--- config.mk ---
export PLATFORM = sky130hd
export DESIGN_NAME = oled_scanout
export DESIGN_NICKNAME = d
export VERILOG_FILES = /design/src/rtl/oled_scan_pkg.sv /design/src/rtl/oled_scan_addr.sv /design/src/rtl/oled_pix_shade.sv /design/src/rtl/oled_scanout.sv
export SDC_FILE = /design/constraint.sdc
export NUM_CORES = 1
export LEC_CHECK = 0
export ABC_CLOCK_PERIOD_IN_PS = 4300
export CORE_MARGIN = 5
export CORE_UTILIZATION = 50
export DETAILED_ROUTE_END_ITERATION = 7
export GPL_TIMING_DRIVEN = 0
export HOLD_SLACK_MARGIN = 0.02
export PLACE_DENSITY = 0.81
export SLEW_MARGIN = 0
export SYNTH_ARGS = -nofsm -noshare
export SYNTH_HDL_FRONTEND = slang
export SYNTH_HIERARCHICAL = 1
export SYNTH_SLANG_ARGS = --single-unit
--- constraint.sdc ---
create_clock -name clk -period 4.3 [get_ports clk]
set_input_delay 0.86 -clock clk [delete_from_list [all_inputs] [get_ports clk]]
set_output_delay 0.86 -clock clk [all_outputs]
set_load 0.03 [all_outputs]
--- src/rtl/oled_scan_pkg.sv ---
package oled_scan_pkg;

  // width of a counter or index for n values, never zero
  function automatic int cw(input int n);
    return (n > 1) ? $clog2(n) : 1;
  endfunction

  // one-bit shading: force-on dominates, otherwise optional invert
  function automatic logic pix_lit(input logic [7:0] col_byte, input logic [2:0] bit_sel,
                                   input logic all_on, input logic invert);
    return all_on | (col_byte[bit_sel] ^ invert);
  endfunction

endpackage

--- src/rtl/oled_scan_addr.sv ---
module oled_scan_addr
  import oled_scan_pkg::*;
#(
  parameter int FB_COLS  = 132,
  parameter int FB_PAGES = 8,
  parameter int VIS_W    = 96,
  parameter int VIS_H    = 16,
  parameter int COL_OFS  = 36,
  parameter int MAG      = 4,
  parameter int LINE_W   = cw(FB_PAGES * 8),
  parameter int ADDR_W   = cw(FB_COLS * FB_PAGES)
) (
  input  logic              clk,
  input  logic              rst,
  input  logic              restart,
  input  logic              step,
  input  logic [LINE_W-1:0] start_line,
  output logic [ADDR_W-1:0] rd_addr,
  output logic [2:0]        bit_sel,
  output logic              first,
  output logic              line_first,
  output logic              last
);
  localparam int LINES = FB_PAGES * 8;
  localparam int SUB_W = cw(MAG);
  localparam int XC_W  = cw(VIS_W);
  localparam int YR_W  = cw(VIS_H);
  localparam int LW1   = LINE_W + 1;

  logic [SUB_W-1:0] xs_q, ys_q;
  logic [XC_W-1:0]  xc_q;
  logic [YR_W-1:0]  yr_q;
  logic xs_end, xc_end, ys_end, yr_end;
  logic [LW1-1:0]    line_sum;
  logic [LINE_W-1:0] line_idx;

  assign xs_end = (xs_q == SUB_W'(MAG - 1));
  assign xc_end = (xc_q == XC_W'(VIS_W - 1));
  assign ys_end = (ys_q == SUB_W'(MAG - 1));
  assign yr_end = (yr_q == YR_W'(VIS_H - 1));

  always_ff @(posedge clk) begin
    if (rst || restart) begin
      xs_q <= '0;
      xc_q <= '0;
      ys_q <= '0;
      yr_q <= '0;
    end else if (step) begin
      xs_q <= xs_end ? '0 : xs_q + 1'b1;
      if (xs_end) begin
        xc_q <= xc_end ? '0 : xc_q + 1'b1;
        if (xc_end) begin
          ys_q <= ys_end ? '0 : ys_q + 1'b1;
          if (ys_end) yr_q <= yr_end ? '0 : yr_q + 1'b1;
        end
      end
    end
  end

  // source line wraps around the framebuffer height
  always_comb begin
    line_sum = LW1'(yr_q) + LW1'(start_line);
    if (line_sum >= LW1'(LINES)) line_sum = line_sum - LW1'(LINES);
    line_idx = line_sum[LINE_W-1:0];
  end

  assign bit_sel    = line_idx[2:0];
  assign rd_addr    = ADDR_W'(line_idx[LINE_W-1:3]) * ADDR_W'(FB_COLS)
                    + ADDR_W'(xc_q) + ADDR_W'(COL_OFS);
  assign line_first = (xs_q == '0) && (xc_q == '0);
  assign first      = line_first && (ys_q == '0) && (yr_q == '0);
  assign last       = xs_end && xc_end && ys_end && yr_end;

endmodule

--- src/rtl/oled_pix_shade.sv ---
module oled_pix_shade
  import oled_scan_pkg::*;
#(
  parameter int RGB_W = 24
) (
  input  logic             clk,
  input  logic             rst,
  input  logic             load,
  input  logic             in_valid,
  input  logic [7:0]       in_byte,
  input  logic [2:0]       in_bit,
  input  logic             all_on,
  input  logic             invert,
  input  logic             in_first,
  input  logic             in_line_first,
  input  logic             in_last,
  output logic             out_valid,
  output logic [RGB_W-1:0] out_rgb,
  output logic             out_first,
  output logic             out_line_first,
  output logic             out_last
);
  always_ff @(posedge clk) begin
    if (rst) begin
      out_valid      <= 1'b0;
      out_rgb        <= '0;
      out_first      <= 1'b0;
      out_line_first <= 1'b0;
      out_last       <= 1'b0;
    end else if (load) begin
      out_valid      <= in_valid;
      out_rgb        <= (in_valid && pix_lit(in_byte, in_bit, all_on, invert)) ? '1 : '0;
      out_first      <= in_valid && in_first;
      out_line_first <= in_valid && in_line_first;
      out_last       <= in_valid && in_last;
    end
  end

endmodule

--- src/rtl/oled_scanout.sv ---
module oled_scanout
  import oled_scan_pkg::*;
#(
  parameter int FB_COLS  = 132,
  parameter int FB_PAGES = 8,
  parameter int VIS_W    = 96,
  parameter int VIS_H    = 16,
  parameter int COL_OFS  = 36,
  parameter int MAG      = 4,
  parameter int RGB_W    = 24,
  parameter int LINE_W   = cw(FB_PAGES * 8),
  parameter int ADDR_W   = cw(FB_COLS * FB_PAGES)
) (
  input  logic              clk,
  input  logic              rst,
  input  logic              redraw_req,
  input  logic [LINE_W-1:0] start_line,
  input  logic              entire_on,
  input  logic              inverse,
  input  logic              out_ready,
  input  logic [7:0]        fb_rd_data,
  output logic              redraw_pending,
  output logic              fb_rd_en,
  output logic [ADDR_W-1:0] fb_rd_addr,
  output logic              pix_valid,
  output logic [RGB_W-1:0]  pix_rgb,
  output logic              frame_start,
  output logic              line_start
);
  logic pend_q, again_q, busy_q, scan_q;
  logic [LINE_W-1:0] sl_q;
  logic ent_q, inv_q;
  logic advance, issue, begin_frame, frame_done;
  logic a_first, a_line_first, a_last;
  logic [2:0] a_bit;
  logic s1_valid, s1_first, s1_line_first, s1_last;
  logic [2:0] s1_bit;
  logic o_last;

  assign advance     = !pix_valid || out_ready;
  assign issue       = scan_q && advance;
  assign begin_frame = pend_q && !busy_q;
  assign frame_done  = pix_valid && out_ready && o_last;

  always_ff @(posedge clk) begin
    if (rst) begin
      pend_q  <= 1'b0;
      again_q <= 1'b0;
      busy_q  <= 1'b0;
      scan_q  <= 1'b0;
      sl_q    <= '0;
      ent_q   <= 1'b0;
      inv_q   <= 1'b0;
    end else begin
      if (frame_done) begin
        pend_q  <= again_q || redraw_req;
        again_q <= 1'b0;
        busy_q  <= 1'b0;
      end else begin
        if (redraw_req) pend_q <= 1'b1;
        if (redraw_req && busy_q) again_q <= 1'b1;
        if (begin_frame) busy_q <= 1'b1;
      end
      if (begin_frame) begin
        scan_q <= 1'b1;
        sl_q   <= start_line;
        ent_q  <= entire_on;
        inv_q  <= inverse;
      end else if (issue && a_last) begin
        scan_q <= 1'b0;
      end
    end
  end

  oled_scan_addr #(
    .FB_COLS(FB_COLS), .FB_PAGES(FB_PAGES), .VIS_W(VIS_W), .VIS_H(VIS_H),
    .COL_OFS(COL_OFS), .MAG(MAG), .LINE_W(LINE_W), .ADDR_W(ADDR_W)
  ) u_addr (
    .clk(clk), .rst(rst), .restart(begin_frame), .step(issue),
    .start_line(sl_q), .rd_addr(fb_rd_addr), .bit_sel(a_bit),
    .first(a_first), .line_first(a_line_first), .last(a_last)
  );

  assign fb_rd_en = issue;

  // stage aligned with the returning read data
  always_ff @(posedge clk) begin
    if (rst) begin
      s1_valid      <= 1'b0;
      s1_bit        <= '0;
      s1_first      <= 1'b0;
      s1_line_first <= 1'b0;
      s1_last       <= 1'b0;
    end else if (advance) begin
      s1_valid      <= issue;
      s1_bit        <= a_bit;
      s1_first      <= a_first;
      s1_line_first <= a_line_first;
      s1_last       <= a_last;
    end
  end

  oled_pix_shade #(.RGB_W(RGB_W)) u_shade (
    .clk(clk), .rst(rst), .load(advance), .in_valid(s1_valid),
    .in_byte(fb_rd_data), .in_bit(s1_bit), .all_on(ent_q), .invert(inv_q),
    .in_first(s1_first), .in_line_first(s1_line_first), .in_last(s1_last),
    .out_valid(pix_valid), .out_rgb(pix_rgb), .out_first(frame_start),
    .out_line_first(line_start), .out_last(o_last)
  );

  assign redraw_pending = pend_q;

endmodule

==> parameters.txt, run 1 <==
Parameter                              Value

GRT
  Overall global routing resource usage    16.9%
  First-pass GRT wire length    8.53 mm
  Initial antenna violation count    0
  Gr ovfl total    0
  Largest net degree at the start of global routing    26
  Via count of the first global-routing pass    1,934

Power and ir drop
  Worst IR Drop VDD    0.264 mV
  Leakage    0.00144 uW
  Power per unit of standard cell area    257 nW/um^2

Route
  Met2 wirelength from detailed routing    2.41 mm
  Highest Signal Layer    met4
  Detailed-route wire length per cell    12.6 um
  Total via count in the routed design    1,996
  Routed metal-1 wirelength    2.27 mm
  Drt first-iter violations    75
  Total routed wirelength    5.15 mm
  Met3 WL post-DR    354 um
  DRC violation count after routing    0
  Post-detailed-route count of antenna-violating nets    0
  Drt first pass iters    4
  Number of vias per cell    4.89

Worst setup path
  Type of origin of the critical path    flop
  Crit-path cells    ha_2 > inv_1 > fa_2 > nand2b_1 > a21oi_2 > xnor2_2 > ha_1 > ha_2 > fa_2 > a21o_1 > a21oi_2 > nand3b_1 > xnor2_1 > buf_4
  Category of the worst setup path capture point    output port
  Max FO, Critical Path    5
  Startpoint-to-endpoint class of the critical path    reg2out
  Standard cell with the maximum stage delay on the critical path    dfxtp_4
  Crit path arrival time    3.36 ns
  Worst path required time    3.44 ns
  Worst reg2reg setup slack    2.38 ns
  Buffers & Inverters on Critical Path    2
  Largest stage delay, worst path    0.38 ns
  Kind of cell adding the most delay to the critical path    adder cells

Floorplanning
  Starting density of the core    51.7%
  Die height    79.9 um
  Die W    79.9 um
  Die outline area    6390 sq um
  Core region area    4720 sq um
  Number of placement rows    25
  Number of primary I/O pins    60

Flow run
  MaxCap Viol Count    0

Synth
  Post-Syn Nets    313
  Synthesized area divided by synthesized cell count    9.02 sq um
  Number of storage elements in the synthesis netlist    39
  Number of enable-type register cells in the synthesized netlist    0
  Share of synthesized flip-flops with an asynchronous set or reset    0%
  Share of the yosys chip area belonging to registers    32.0%
  Warnings, synthesis    6
  Number of cells produced by synthesis    271
  Cell area after technology mapping    2440 sq um
  Post-synth top flop    dfxtp_1
  Synth unique cells    45

Layout
  Number of nets in the layout    382
  # fillers    400
  Multi-input gate area in the final layout    1360 sq um
  Sequential cell area    785 sq um
  Area Overhead vs Synth    33.8%
  Ant. Diodes    0
  Share of the core filled with cells    69.2%
  Share of post-route cells with drive strength above 1    23.5%

STA
  Summed negative setup slack over all endpoints    0 ns
  Max Clock Freq    237 MHz
  Count of pins over their slew limit    0
  Final setup violating endpoints    0
  Setup clock skew after layout    0.00702 ns
  Hold violation count in the final report    0
  Setup repair after global routing missed its margin    true
  Final period util    98.1%
  Worst slew margin    51.6%
  Least-Margin Pin Slew    0.726 ns
  Final critical-path required period    4.22 ns

Placed design
  Buffers added on ports    59
  Placed wire-length estimate after detailed placement    3.88 mm
  Last weighted congestion value of the routability-driven placer    0.768

Clock network
  Root buffer cell    clkbuf_8
  Number of clock sinks    39
  TritonCTS buffer count    5
  H-Tree Level Count    2
  Clock tree from TritonCTS    yes
  Largest buffer count on any clock path    2
  Clock transition at the registers of the reported paths    0.08 ns
  Clock network latency to the later pin of the worst-skew pair    0.30 ns

Hold path
  Class of the most critical hold timing path    reg2reg

Run status
  Status    completed
[worst paths after layout]
| check | from | to | cells after the start |
|---|---|---|---|
| max | u_addr/yr_q[0]$_SDFFE_PP0P_ | fb_rd_addr[9] | 14 |
| max reg2reg | u_shade/out_valid$_SDFFE_PP0P_ | u_addr/xc_q[6]$_SDFFE_PP0P_ | 9 |
| min | u_shade/out_line_first$_SDFFE_PP0P_ | u_shade/out_line_first$_SDFFE_PP0P_ | 2 |
| min reg2reg | u_shade/out_line_first$_SDFFE_PP0P_ | u_shade/out_line_first$_SDFFE_PP0P_ | 2 |
[metrics by stage]
step	hold WS [ns]	area, sq um	power, uW	setup WS, ns	std cells
2_1_floorplan	0.436	2440	480	0.278	271
3_3_place_gp	0.455	3120	534	-0.512	397
3_5_place_dp	0.459	3120	537	-0.586	397
4_1_cts	0.471	3260	849	0.0117	407
5_1_grt	0.490	3270	876	-0.0976	408
6_report	0.472	3270	841	0.0830	408
[registers in the layout, indices dropped and copies added, names as in the netlist, 2 cells and up]
register     count
s1_bit           3
sl_q             6
u_addr/yr_q      4
u_addr/ys_q      2
u_addr/xs_q      2
u_addr/xc_q      7
[Yosys cell counts, drive strengths merged, types with 2 or more instances]
cell / n / area (sq um)
nor3: 3 / 15.0
a21oi: 24 / 150
or3: 3 / 18.8
nand4: 5 / 31.3
clkbuf: 3 / 12.5
dfxtp: 39 / 781
a21o: 2 / 15.0
ha: 20 / 250
xnor2: 11 / 96.3
a21boi: 2 / 18.8
and2: 3 / 18.8
nand3: 7 / 47.6
and3: 2 / 12.5
nor2: 27 / 109
mux2i: 14 / 140
and4: 2 / 18.8
nand2: 25 / 114
nand2b: 8 / 50.1
fa: 2 / 40.0
o21ai: 3 / 15.0
xor2: 5 / 43.8
nand4b: 2 / 23.8
inv: 19 / 83.8
buf: 30 / 231
[cells by family after synthesis]
family,share of synthesized area (%)
XOR/XNOR,5.73
flip-flops,32.0
multiplexers,6.66
buffers and inverters,13.4
AO/OA/AOI/OAI,10.1
AND/OR/NAND/NOR,20.3
adder cells (fa/ha/maj),11.9
[report_power, final]
part	internal, uW	switching [uW]	leakage (uW)	total, uW
logic	71.4	75.1	0.00106	146
registers	373	10.1	0.000318	383
clock network	173	139	0.0000581	311
total	617	224	0.00144	841
[layout by cell type, fill, tap and decap left out, drive strengths merged, types with 7 or more instances in the layout]
| cell | n |
|---|---|
| inv | 19 |
| nor2 | 27 |
| a21oi | 24 |
| nand3 | 7 |
| mux2i | 14 |
| dfxtp | 39 |
| nand2b | 8 |
| ha | 20 |
| buf | 35 |
| nand2 | 25 |
| clkbuf | 9 |
| clkdlybuf4s50 | 52 |
| xnor2 | 11 |
[area by class of cell]
type / count / area share, %
multi-input combinational: 180 / 41.6
sequential: 39 / 24.0
timing repair buffer: 62 / 18.4
buffer: 33 / 7.46
inverter: 19 / 2.56
tap: 67 / 2.56
clock buffer: 5 / 2.10
clock inverter: 3 / 1.34
[metal layers]
metal	up-vias	global-route usage [%]
met2	54	29.1
met5	-	0
met3	9	4.29
met4	0	7.43
met1	909	19.7
li1	1024	-
[worst register-to-register path, delay by kind of cell (launching register included)]
family        cells  cell delay, ns
simple gates      6            0.93
flops             1            0.34
mux               1            0.19
buf+inv           2            0.34
[what timing repair did]
| item | 4_1_cts | 5_1_grt |
|---|---|---|
| hold buffers | 0 | 0 |
| endpoints found under the setup margin | 7 | 3 |
| pin swaps | 4 | 4 |
| gates cloned | 0 | 0 |
| gates resized for setup | 24 | 4 |
| setup buffers | 2 | 1 |
Note: power is estimated with default switching activity, not from simulation.
==> inputs of run 2 (changes only) <==
--- a/config.mk
+++ b/config.mk
@@ -8,10 +8,13 @@
 export ABC_CLOCK_PERIOD_IN_PS = 4300
 export CORE_MARGIN = 5
 export CORE_UTILIZATION = 50
+export CTS_CLUSTER_SIZE = 24
 export DETAILED_ROUTE_END_ITERATION = 7
+export GPL_ROUTABILITY_DRIVEN = 1
 export GPL_TIMING_DRIVEN = 0
 export HOLD_SLACK_MARGIN = 0.02
 export PLACE_DENSITY = 0.81
+export SKIP_LAST_GASP = 1
 export SLEW_MARGIN = 0
 export SYNTH_ARGS = -nofsm -noshare
 export SYNTH_HDL_FRONTEND = slang
==> parameters.txt, run 2 (synthesized netlist as in run 1, its figures left out) <==
Parameter                              Value

Run status
  Status    completed

Hold path
  Class of the most critical hold timing path    reg2reg

STA
  Count of pins over their slew limit    0 (unchanged)
  Max Clock Freq    237 MHz (-0.16%)
  Summed negative setup slack over all endpoints    0 ns (unchanged)
  Worst slew margin    51.6% (about the same)
  Setup repair after global routing missed its margin    true
  Hold violation count in the final report    0 (unchanged)
  Final period util    98.2% (+0.15 points)
  Least-Margin Pin Slew    0.726 ns (-0.0000415 ns)
  Hold Slack    0.472 ns (+0.000438 ns)
  Final critical-path required period    4.22 ns (+0.00658 ns)
  Setup clock skew after layout    0.00650 ns (-0.000522 ns)
  Final setup violating endpoints    0 (unchanged)

Worst setup path
  Category of the worst setup path capture point    output port
  Type of origin of the critical path    flop
  Buffers & Inverters on Critical Path    2 (unchanged)
  Standard cell with the maximum stage delay on the critical path    dfxtp_4
  Worst path required time    3.44 ns (about the same)
  Kind of cell adding the most delay to the critical path    adder cells
  Max FO, Critical Path    5 (unchanged)
  Crit-path cells    ha_2 > inv_1 > fa_2 > nand2b_1 > a21oi_2 > xnor2_2 > ha_1 > ha_2 > fa_2 > a21o_1 > a21oi_2 > nand3b_1 > xnor2_1 > buf_4
  Startpoint-to-endpoint class of the critical path    reg2out
  Largest stage delay, worst path    0.38 ns (about the same)
  Crit path arrival time    3.36 ns (about the same)

Clock network
  Clock tree from TritonCTS    yes
  Post-CTS Hold Fix Bufs    0 (unchanged)
  TritonCTS buffer count    5 (unchanged)
  Largest buffer count on any clock path    2 (unchanged)
  Number of clock sinks    39 (unchanged)
  Clock transition at the registers of the reported paths    0.08 ns (about the same)
  Clock network latency to the later pin of the worst-skew pair    0.30 ns (about the same)
  Root buffer cell    clkbuf_8
  H-Tree Level Count    2 (unchanged)

Route
  Detailed-route wire length per cell    12.6 um (-0.14%)
  Post-detailed-route count of antenna-violating nets    0 (unchanged)
  Total routed wirelength    5.14 mm (-0.14%)
  Drt first-iter violations    93 (+24%)
  DRC violation count after routing    0 (unchanged)
  Total via count in the routed design    1,988 (-0.40%)
  Drt first pass iters    4 (unchanged)
  Number of vias per cell    4.87 (-0.40%)

Layout
  Post-route cell area    3270 sq um (unchanged)
  Largest Register    u_addr/xc_q
  Share of the core filled with cells    69.2% (unchanged)
  Number of nets in the layout    382 (unchanged)
  Multi-input gate area in the final layout    1360 sq um (unchanged)
  Ant. Diodes    0 (unchanged)
  Leading cell type in the layout, fill and taps excluded    clkdlybuf4s50_1
  Sequential cell area    785 sq um (unchanged)
  Number of flip-flops under the largest register name    7 (unchanged)
  Biggest registers after layout    u_addr/xc_q: 7 flops, sl_q: 6 flops, u_addr/yr_q: 4 flops
  # fillers    400 (unchanged)
  Most frequent cells in the layout    clkdlybuf4s50_1, dfxtp_1, buf_4
  Area Overhead vs Synth    33.8% (unchanged)
  Share of post-route cells with drive strength above 1    23.5% (unchanged)

GRT
  First-pass GRT wire length    8.51 mm (-0.16%)
  Overall global routing resource usage    16.9% (-0.024 points)
  Initial antenna violation count    0 (unchanged)
  Via count of the first global-routing pass    1,920 (-0.72%)
  Gr ovfl total    0 (unchanged)
  Largest net degree at the start of global routing    26 (unchanged)

Floorplanning
  Core region area    4720 sq um (unchanged)
  Die outline area    6390 sq um (unchanged)
  Starting density of the core    51.7% (unchanged)
  Number of placement rows    25 (unchanged)
  Die W    79.9 um (unchanged)
  Die height    79.9 um (unchanged)
  Number of primary I/O pins    60 (unchanged)

Power and ir drop
  Power per unit of standard cell area    257 nW/um^2 (-0.17%)
  Share of total power consumed by net switching    26.5% (-0.12 points)
  Part of the total power dissipated in combinational logic    17.4% (about the same)
  Worst IR Drop VDD    0.264 mV (about the same)
  Sequential share of power    45.6% (about the same)
  Switch Pwr    222 uW (-0.61%)
  Post-route total power    839 uW (-0.17%)
  Power share of the clock group    36.9% (about the same)
  Cell Int Power    617 uW (about the same)
  Leakage    0.00144 uW (unchanged)

Placed design
  Placed wire-length estimate after detailed placement    3.88 mm (unchanged)
  Last weighted congestion value of the routability-driven placer    0.768 (unchanged)
  Post-placement cell area    3120 sq um (unchanged)
  Buffers added on ports    59 (unchanged)

Flow run
  MaxCap Viol Count    0 (unchanged)
[run 2: cell counts in the layout (fill, tap and decap cells not counted)]
Identical to the previous run, type by type.
[run 2: worst paths after layout]
path / from / endpoint / slack, ns / cells after the start
setup / recovery: u_addr/yr_q[0]$_SDFFE_PP0P_ / fb_rd_addr[9] / 0.08 / 14
hold / removal: u_shade/out_line_first$_SDFFE_PP0P_ / u_shade/out_line_first$_SDFFE_PP0P_ / 0.47 / 2
setup reg to reg: u_shade/out_valid$_SDFFE_PP0P_ / u_addr/xc_q[6]$_SDFFE_PP0P_ / 2.39 / 9
hold reg to reg: u_shade/out_line_first$_SDFFE_PP0P_ / u_shade/out_line_first$_SDFFE_PP0P_ / 0.47 / 2
[run 2: through the flow]
step / worst slack [ns] / std cells
2_1_floorplan: 0.278 / 271
3_3_place_gp: -0.512 / 397
3_5_place_dp: -0.586 / 397
4_1_cts: -0.0783 / 407
5_1_grt: -0.0976 / 408
6_report: 0.0764 / 408
[run 2: metal layers]
layer	part of all wire, %	vias up	GRT usage [%]
li1	-	1023	-
met1	45	901	19.8
met5	0	-	0
met2	46	55	29.0
met4	2.3	0	7.43
met3	6.3	9	4.29
[run 2: what timing repair did]
action | 4_1_cts | 5_1_grt
gates resized for setup | 22 | 6
setup endpoints to repair | 7 | 4
buffers inserted | 2 | 1
pin swaps | 4 | 4
[run 2: power groups by stage]
stage          clock network [uW]  registers, uW  logic, uW
2_1_floorplan                   0            393       87.6
3_3_place_gp                    0            391        143
3_5_place_dp                    0            392        146
4_1_cts                       318            383        148
5_1_grt                       333            385        159
6_report                      310            383        146
[run 2: worst min-delay path, cell delays in order (launching register included)]
cell and delay, ns:
dfxtp_1 0.32, nand2b_1 0.06, a21oi_1 0.05
[run 2: area by class of cell]
class	count	area share (%)
Tap cell	67	2.56
Inverter	19	2.56
Timing Repair Buffer	62	18.4
Clock inverter	3	1.34
Buffer	33	7.46
Sequential cell	39	24.0
Clock buffer	5	2.10
Multi-Input combinational cell	180	41.6
